## src/rtl/halt_wake_ctrl.sv

```systemverilog
module halt_wake_ctrl #(
  parameter int ADDR_W = 16,
  parameter int DATA_W = 8,
  parameter int NSRC = 5,
  parameter int STEP_CYC = 4,
  parameter int VEC_SHIFT = 3,
  parameter logic [ADDR_W-1:0] REQ_ADDR = 16'hFF0F,
  parameter logic [ADDR_W-1:0] ENA_ADDR = 16'hFFFF,
  parameter logic [DATA_W-1:0] VEC_BASE = 8'h40
) (
  input  logic              clk,
  input  logic              rst_n,
  input  logic              halt_op_i,
  input  logic              ime_set_i,
  input  logic              ime_clr_i,
  input  logic [NSRC-1:0]   irq_set_i,
  input  logic [ADDR_W-1:0] bus_addr_i,
  input  logic              bus_wr_i,
  input  logic [DATA_W-1:0] bus_wdata_i,
  output logic [DATA_W-1:0] bus_rdata_o,
  output logic              bus_hit_o,
  output logic              ime_o,
  output logic [1:0]        halt_mode_o,
  output logic              halted_o,
  output logic              halt_bug_o,
  output logic              resume_o,
  output logic [$clog2(STEP_CYC+1)-1:0] halt_cyc_o,
  output logic              dispatch_o,
  output logic [DATA_W-1:0] vector_o,
  output logic [NSRC-1:0]   clr_mask_o
);
  localparam int SEL_W = $clog2(NSRC);
  localparam int CYC_W = $clog2(STEP_CYC+1);
  localparam logic [1:0] M_RUN = 2'd0, M_IME = 2'd1, M_NONE = 2'd2, M_BUG = 2'd3;

  logic [NSRC-1:0]   req_q;
  logic [DATA_W-1:0] ena_q;
  logic              ime_q;
  logic [1:0]        mode_q;
  logic [NSRC-1:0]   pend;
  logic              any_pend;
  logic [SEL_W-1:0]  sel;
  logic              req_sel, ena_sel;

  assign req_sel  = bus_addr_i == REQ_ADDR;
  assign ena_sel  = bus_addr_i == ENA_ADDR;
  assign pend     = req_q & ena_q[NSRC-1:0];
  assign any_pend = |pend;

  always_comb begin
    sel = '0;
    for (int i = NSRC-1; i >= 0; i--)
      if (pend[i]) sel = SEL_W'(i);
  end

  assign dispatch_o  = ime_q & any_pend;
  assign vector_o    = VEC_BASE + (DATA_W'(sel) << VEC_SHIFT);
  assign clr_mask_o  = dispatch_o ? (NSRC'(1) << sel) : '0;
  assign halted_o    = (mode_q == M_IME) || (mode_q == M_NONE);
  assign halt_bug_o  = mode_q == M_BUG;
  assign resume_o    = halted_o & any_pend;
  assign halt_mode_o = mode_q;
  assign ime_o       = ime_q;
  assign halt_cyc_o  = (halt_op_i | halted_o) ? CYC_W'(STEP_CYC) : '0;
  assign bus_hit_o   = req_sel | ena_sel;
  assign bus_rdata_o = req_sel ? {{(DATA_W-NSRC){1'b1}}, req_q} :
                       ena_sel ? ena_q : '0;

  always_ff @(posedge clk) begin
    if (!rst_n) begin
      req_q  <= '0;
      ena_q  <= '0;
      ime_q  <= 1'b0;
      mode_q <= M_RUN;
    end else begin
      req_q <= (((bus_wr_i && req_sel) ? bus_wdata_i[NSRC-1:0] : req_q) & ~clr_mask_o)
               | irq_set_i;
      if (bus_wr_i && ena_sel) ena_q <= bus_wdata_i;

      if (dispatch_o || ime_clr_i) ime_q <= 1'b0;
      else if (ime_set_i)          ime_q <= 1'b1;

      if (mode_q == M_RUN) begin
        if (halt_op_i && !dispatch_o)
          mode_q <= ime_q ? M_IME : (any_pend ? M_BUG : M_NONE);
      end else if (mode_q == M_BUG) begin
        mode_q <= M_RUN;
      end else if (any_pend) begin
        mode_q <= M_RUN;
      end
    end
  end
endmodule


```

## config.mk

```make
export PLATFORM = sky130hd
export DESIGN_NAME = halt_wake_ctrl
export DESIGN_NICKNAME = d
export VERILOG_FILES = /design/src/rtl/halt_wake_ctrl.sv
export SDC_FILE = /design/constraint.sdc
export NUM_CORES = 1
export LEC_CHECK = 0
export BUFFER_PORTS_ARGS = -buffer_cell sky130_fd_sc_hd__buf_2
export CAP_MARGIN = 25
export CORE_MARGIN = 4
export CORE_UTILIZATION = 25
export DETAILED_ROUTE_END_ITERATION = 6
export GPL_ROUTABILITY_DRIVEN = 0
export MAX_ROUTING_LAYER = met4
export PLACE_DENSITY = 0.58
export SETUP_SLACK_MARGIN = 0.4
export SLEW_MARGIN = 40
export SYNTH_ARGS = -nofsm -noshare
export SYNTH_HDL_FRONTEND = slang
export SYNTH_SLANG_ARGS = --single-unit
```

## constraint.sdc

```tcl
create_clock -name clk -period 2 [get_ports clk]
set_clock_uncertainty 0.15 [all_clocks]
set_input_delay 0.2 -clock clk [delete_from_list [all_inputs] [get_ports clk]]
set_output_delay 0.2 -clock clk [all_outputs]
set_load 0.01 [all_outputs]
```

==> reports/summary.log <==
qor: timing.timing_worst_slew_pin_value 0.551 ns
qor: floorplan.die_area 5870 sq um
qor: drt.drt_pass1_iterations 4
qor: clocking.cts.clk_slew.worst_paths 0.07 ns
qor: yosys.synthesis.instances 134
qor: critical_path.worst_r2r_path_depth 5
qor: critical_path.arrival 1.54 ns
qor: worst_hold_path.min-delay-path-class primary input to flip-flop
qor: critical_path.required 1.65 ns
qor: drt.vias 1237
qor: timing.unrepaired_setup_endpoints_after_global_routing true
qor: grt.antenna_found_initial 0
qor: finish.post_route_cells_drive_above_1_share 0.583
qor: critical_path.cpMaxStageDelayCell sky130_fd_sc_hd__or4_4
qor: timing.achievable-frequency 528 MHz
qor: clocking.clk_lat_worst_skew 0.26 ns
qor: finish.multi_input_comb_area 888 sq um
qor: power_and_ir_drop.vdd_ir_drop_max 0.189 mV
qor: timing.finalWorstPathRequiredPeriod 1.89 ns
qor: clocking.clock_tree.buffer_depth 2
qor: worst_hold_path.hold-path-cell-count 3
qor: finish.number_of_antenna_cells_inserted 0
qor: finish.fin_nets 249
qor: yosys.synthesis.area 1180 sq um
qor: timing.setup_total_neg_slack 0 ns
qor: grt.grt.total_usage 0.121
qor: yosys.avgSynthCellArea 8.78 sq um
qor: critical_path.critical_path_class primary input to primary output
qor: finish.layout.core_utilization 0.423
qor: clocking.cts_inserted_buffers 3
qor: critical_path.critPathLaunchType primary input
qor: placed_design.dp.cells 239
qor: timing.timing.final.max_slew_violations 0
qor: flow_run.max_cap_viol_count 0
qor: drt.drc_errors 0
qor: grt.first_global_vias 1191
qor: critical_path.timing.critical_path.depth 5
qor: status.outcome finished clean
qor: floorplan.row_count 24
qor: floorplan.die_h 76.6 microns
qor: yosys.synth_seq_area_share 0.272
qor: finish.final-seq-area 333 sq um
qor: floorplan.core_area 4440 sq um
qor: timing.finalSetupViolations 0
qor: critical_path.cp_max_fo 4
qor: grt.grt_overflow 0
qor: timing.relSlewSlack 0.633
qor: drt.post_route_ant_nets 0
qor: clocking.htree_levels 1
qor: clocking.clock_tree_from_tritoncts yes
qor: drt.drt-initial-drc-count 75
qor: grt.grt_first_pass_wirelength 5630 microns
qor: critical_path.type_of_element_capturing_the_critical_path primary output
qor: clocking.cts_sinks 16
qor: finish.filler_cell_count 460
qor: critical_path.cell_family_with_most_cp_delay simple AND/OR/NAND/NOR gates
qor: power_and_ir_drop.pwr_density_cell 457 nW/um^2
qor: timing.timing.hold.ws 0.0121 ns
qor: clocking.clk_root_buffer_cell sky130_fd_sc_hd__clkbuf_8
qor: yosys.synth-main-ff-cell sky130_fd_sc_hd__dfxtp_1
qor: finish.area_growth_syn_to_layout 59.7%
qor: placed_design.detailedPlacementHpwl 2570 microns
qor: critical_path.path_cells buf_6, or4_4, a2111oi_4, o21a_1, buf_2
qor: timing.timing.final.hold_violations 0
qor: grt.grt_max_degree 35
qor: yosys.synth_cell_type_count 41
qor: floorplan.start_util 0.265
qor: power_and_ir_drop.total_leakage_power 0.927 nW
qor: critical_path.worstPathBufferInverterCount 2
qor: drt.viasPerCell 4.70
qor: placed_design.buffers_on_ports 59
qor: yosys.synth.ff_latch_count 16
qor: timing.finalCritPeriodShare 0.946
qor: floorplan.io_pins 67
qor: drt.drt-total-wl 3760 microns
qor: yosys.yosys_warnings 0
qor: drt.detail_route.wl_per_cell 14.3 microns
qor: yosys.async_flop_share 0
qor: critical_path.cpPeakStageDelay 0.56 ns
qor: floorplan.die_w 76.6 microns
qor: yosys.synth-edff-count 0
qor: power_and_ir_drop.fin_total_pwr 858 uW
qor: finish.non_filler_cells_in_the_finished_layout 263
[final cells by class]
cell class              instances  area share
flip-flops and latches         16       0.177
well taps                      52      0.0346
clock buffers                   4      0.0293
multi-input cells             107       0.473
repair buffers                 80       0.278
inverters                       4     0.00799
[flip-flops by register name (all words and copies together) (netlist names)]
register	cells
ena_q	8
req_q	5
halt_mode_o	2
ime_o	1
[logic make-up (layout without fill, tap and decap cells)]
family	count (synthesis)	count (layout)	share of synthesized area
AND/OR/NAND/NOR	62	62	0.326
AO/OA/AOI/OAI	27	27	0.215
flip-flops	16	16	0.272
buffers and inverters	16	88	0.0830
multiplexers	9	9	0.0766
adder cells (fa/ha/maj)	2	2	0.0213
other	2	7	0.00639
[Yosys cell counts, types with 3 or more instances]
library cell,instances,area (sq um)
sky130_fd_sc_hd__nor2_1,4,15.0
sky130_fd_sc_hd__inv_1,4,15.0
sky130_fd_sc_hd__o2111ai_1,3,26.3
sky130_fd_sc_hd__dfxtp_1,16,320
sky130_fd_sc_hd__o311ai_1,3,26.3
sky130_fd_sc_hd__mux2i_1,9,90.1
sky130_fd_sc_hd__nand2_1,29,109
sky130_fd_sc_hd__clkbuf_1,3,11.3
sky130_fd_sc_hd__nand4_2,3,37.5
sky130_fd_sc_hd__a22o_1,7,61.3
sky130_fd_sc_hd__nand3_1,3,15.0
sky130_fd_sc_hd__buf_4,8,60.1
sky130_fd_sc_hd__and2_1,4,25.0
sky130_fd_sc_hd__o21a_1,3,22.5
[worst register-to-register path, delay by kind of cell, from the launching register on]
kind            cells  cell delay, ns
compound gates      3            0.64
buf+inv             1            0.14
flops               1            0.34
simple gates        1            0.26
[repair_timing]
item,in CTS,in global routing
hold endpoints to repair,4,0
resized for setup,31,12
gates cloned,0,0
setup buffers,12,4
hold buffers,4,0
pin swaps,6,10
endpoints found under the setup margin,18,34
[cells in the final DEF (no fill, tap or decap), types with 2 or more instances in the layout]
cell / count
sky130_fd_sc_hd__a22o_1: 5
sky130_fd_sc_hd__a22o_4: 2
sky130_fd_sc_hd__a22oi_1: 2
sky130_fd_sc_hd__and2_1: 4
sky130_fd_sc_hd__and3_1: 2
sky130_fd_sc_hd__buf_2: 54
sky130_fd_sc_hd__buf_4: 12
sky130_fd_sc_hd__buf_6: 9
sky130_fd_sc_hd__clkbuf_8: 4
sky130_fd_sc_hd__conb_1: 7
sky130_fd_sc_hd__dfxtp_1: 6
sky130_fd_sc_hd__dfxtp_2: 10
sky130_fd_sc_hd__dlygate4sd3_1: 4
sky130_fd_sc_hd__inv_2: 3
sky130_fd_sc_hd__mux2i_1: 9
sky130_fd_sc_hd__nand2_1: 28
sky130_fd_sc_hd__nand2_2: 3
sky130_fd_sc_hd__nand3_1: 2
sky130_fd_sc_hd__nand4_2: 3
sky130_fd_sc_hd__nor2_1: 2
sky130_fd_sc_hd__nor2_4: 2
sky130_fd_sc_hd__nor2b_1: 2
sky130_fd_sc_hd__nor4_4: 4
sky130_fd_sc_hd__o2111ai_1: 2
sky130_fd_sc_hd__o21a_1: 3
sky130_fd_sc_hd__o311ai_1: 3
sky130_fd_sc_hd__or2_4: 2
[per-stage QoR]
| stage | instance area, sq um | worst slack (ns) |
|---|---|---|
| 6_report | 1880 | 0.108 |
| 5_1_grt | 1880 | 0.0312 |
| 4_1_cts | 1790 | 0.0992 |
| 3_5_place_dp | 1490 | 0.0791 |
| 3_3_place_gp | 1490 | 0.109 |
| 2_1_floorplan | 1190 | 0.239 |
[final timing paths]
check / startpoint / end / slack [ns]
worst max-delay path: bus_addr_i[4] / bus_rdata_o[7] / 0.11
worst min-delay path: irq_set_i[1] / req_q[1] / 0.01
worst max register to register: req_q[1] / req_q[3] / 0.34
worst min register to register: ena_q[6] / ena_q[6] / 0.31
[routing by layer]
metal	wire [microns]	GRT usage
met4	53	0.0435
met5	0	-
met2	1970	0.213
met1	1590	0.138
met3	145	0.0213
[where the power goes]
group / internal, mW / leakage, nW / switching, mW
registers: 0.338 / 0.135 / 0.0181
logic: 0.104 / 0.764 / 0.0992
clock network: 0.175 / 0.0288 / 0.124
total: 0.616 / 0.927 / 0.241
(Power assumes the default switching activity.)
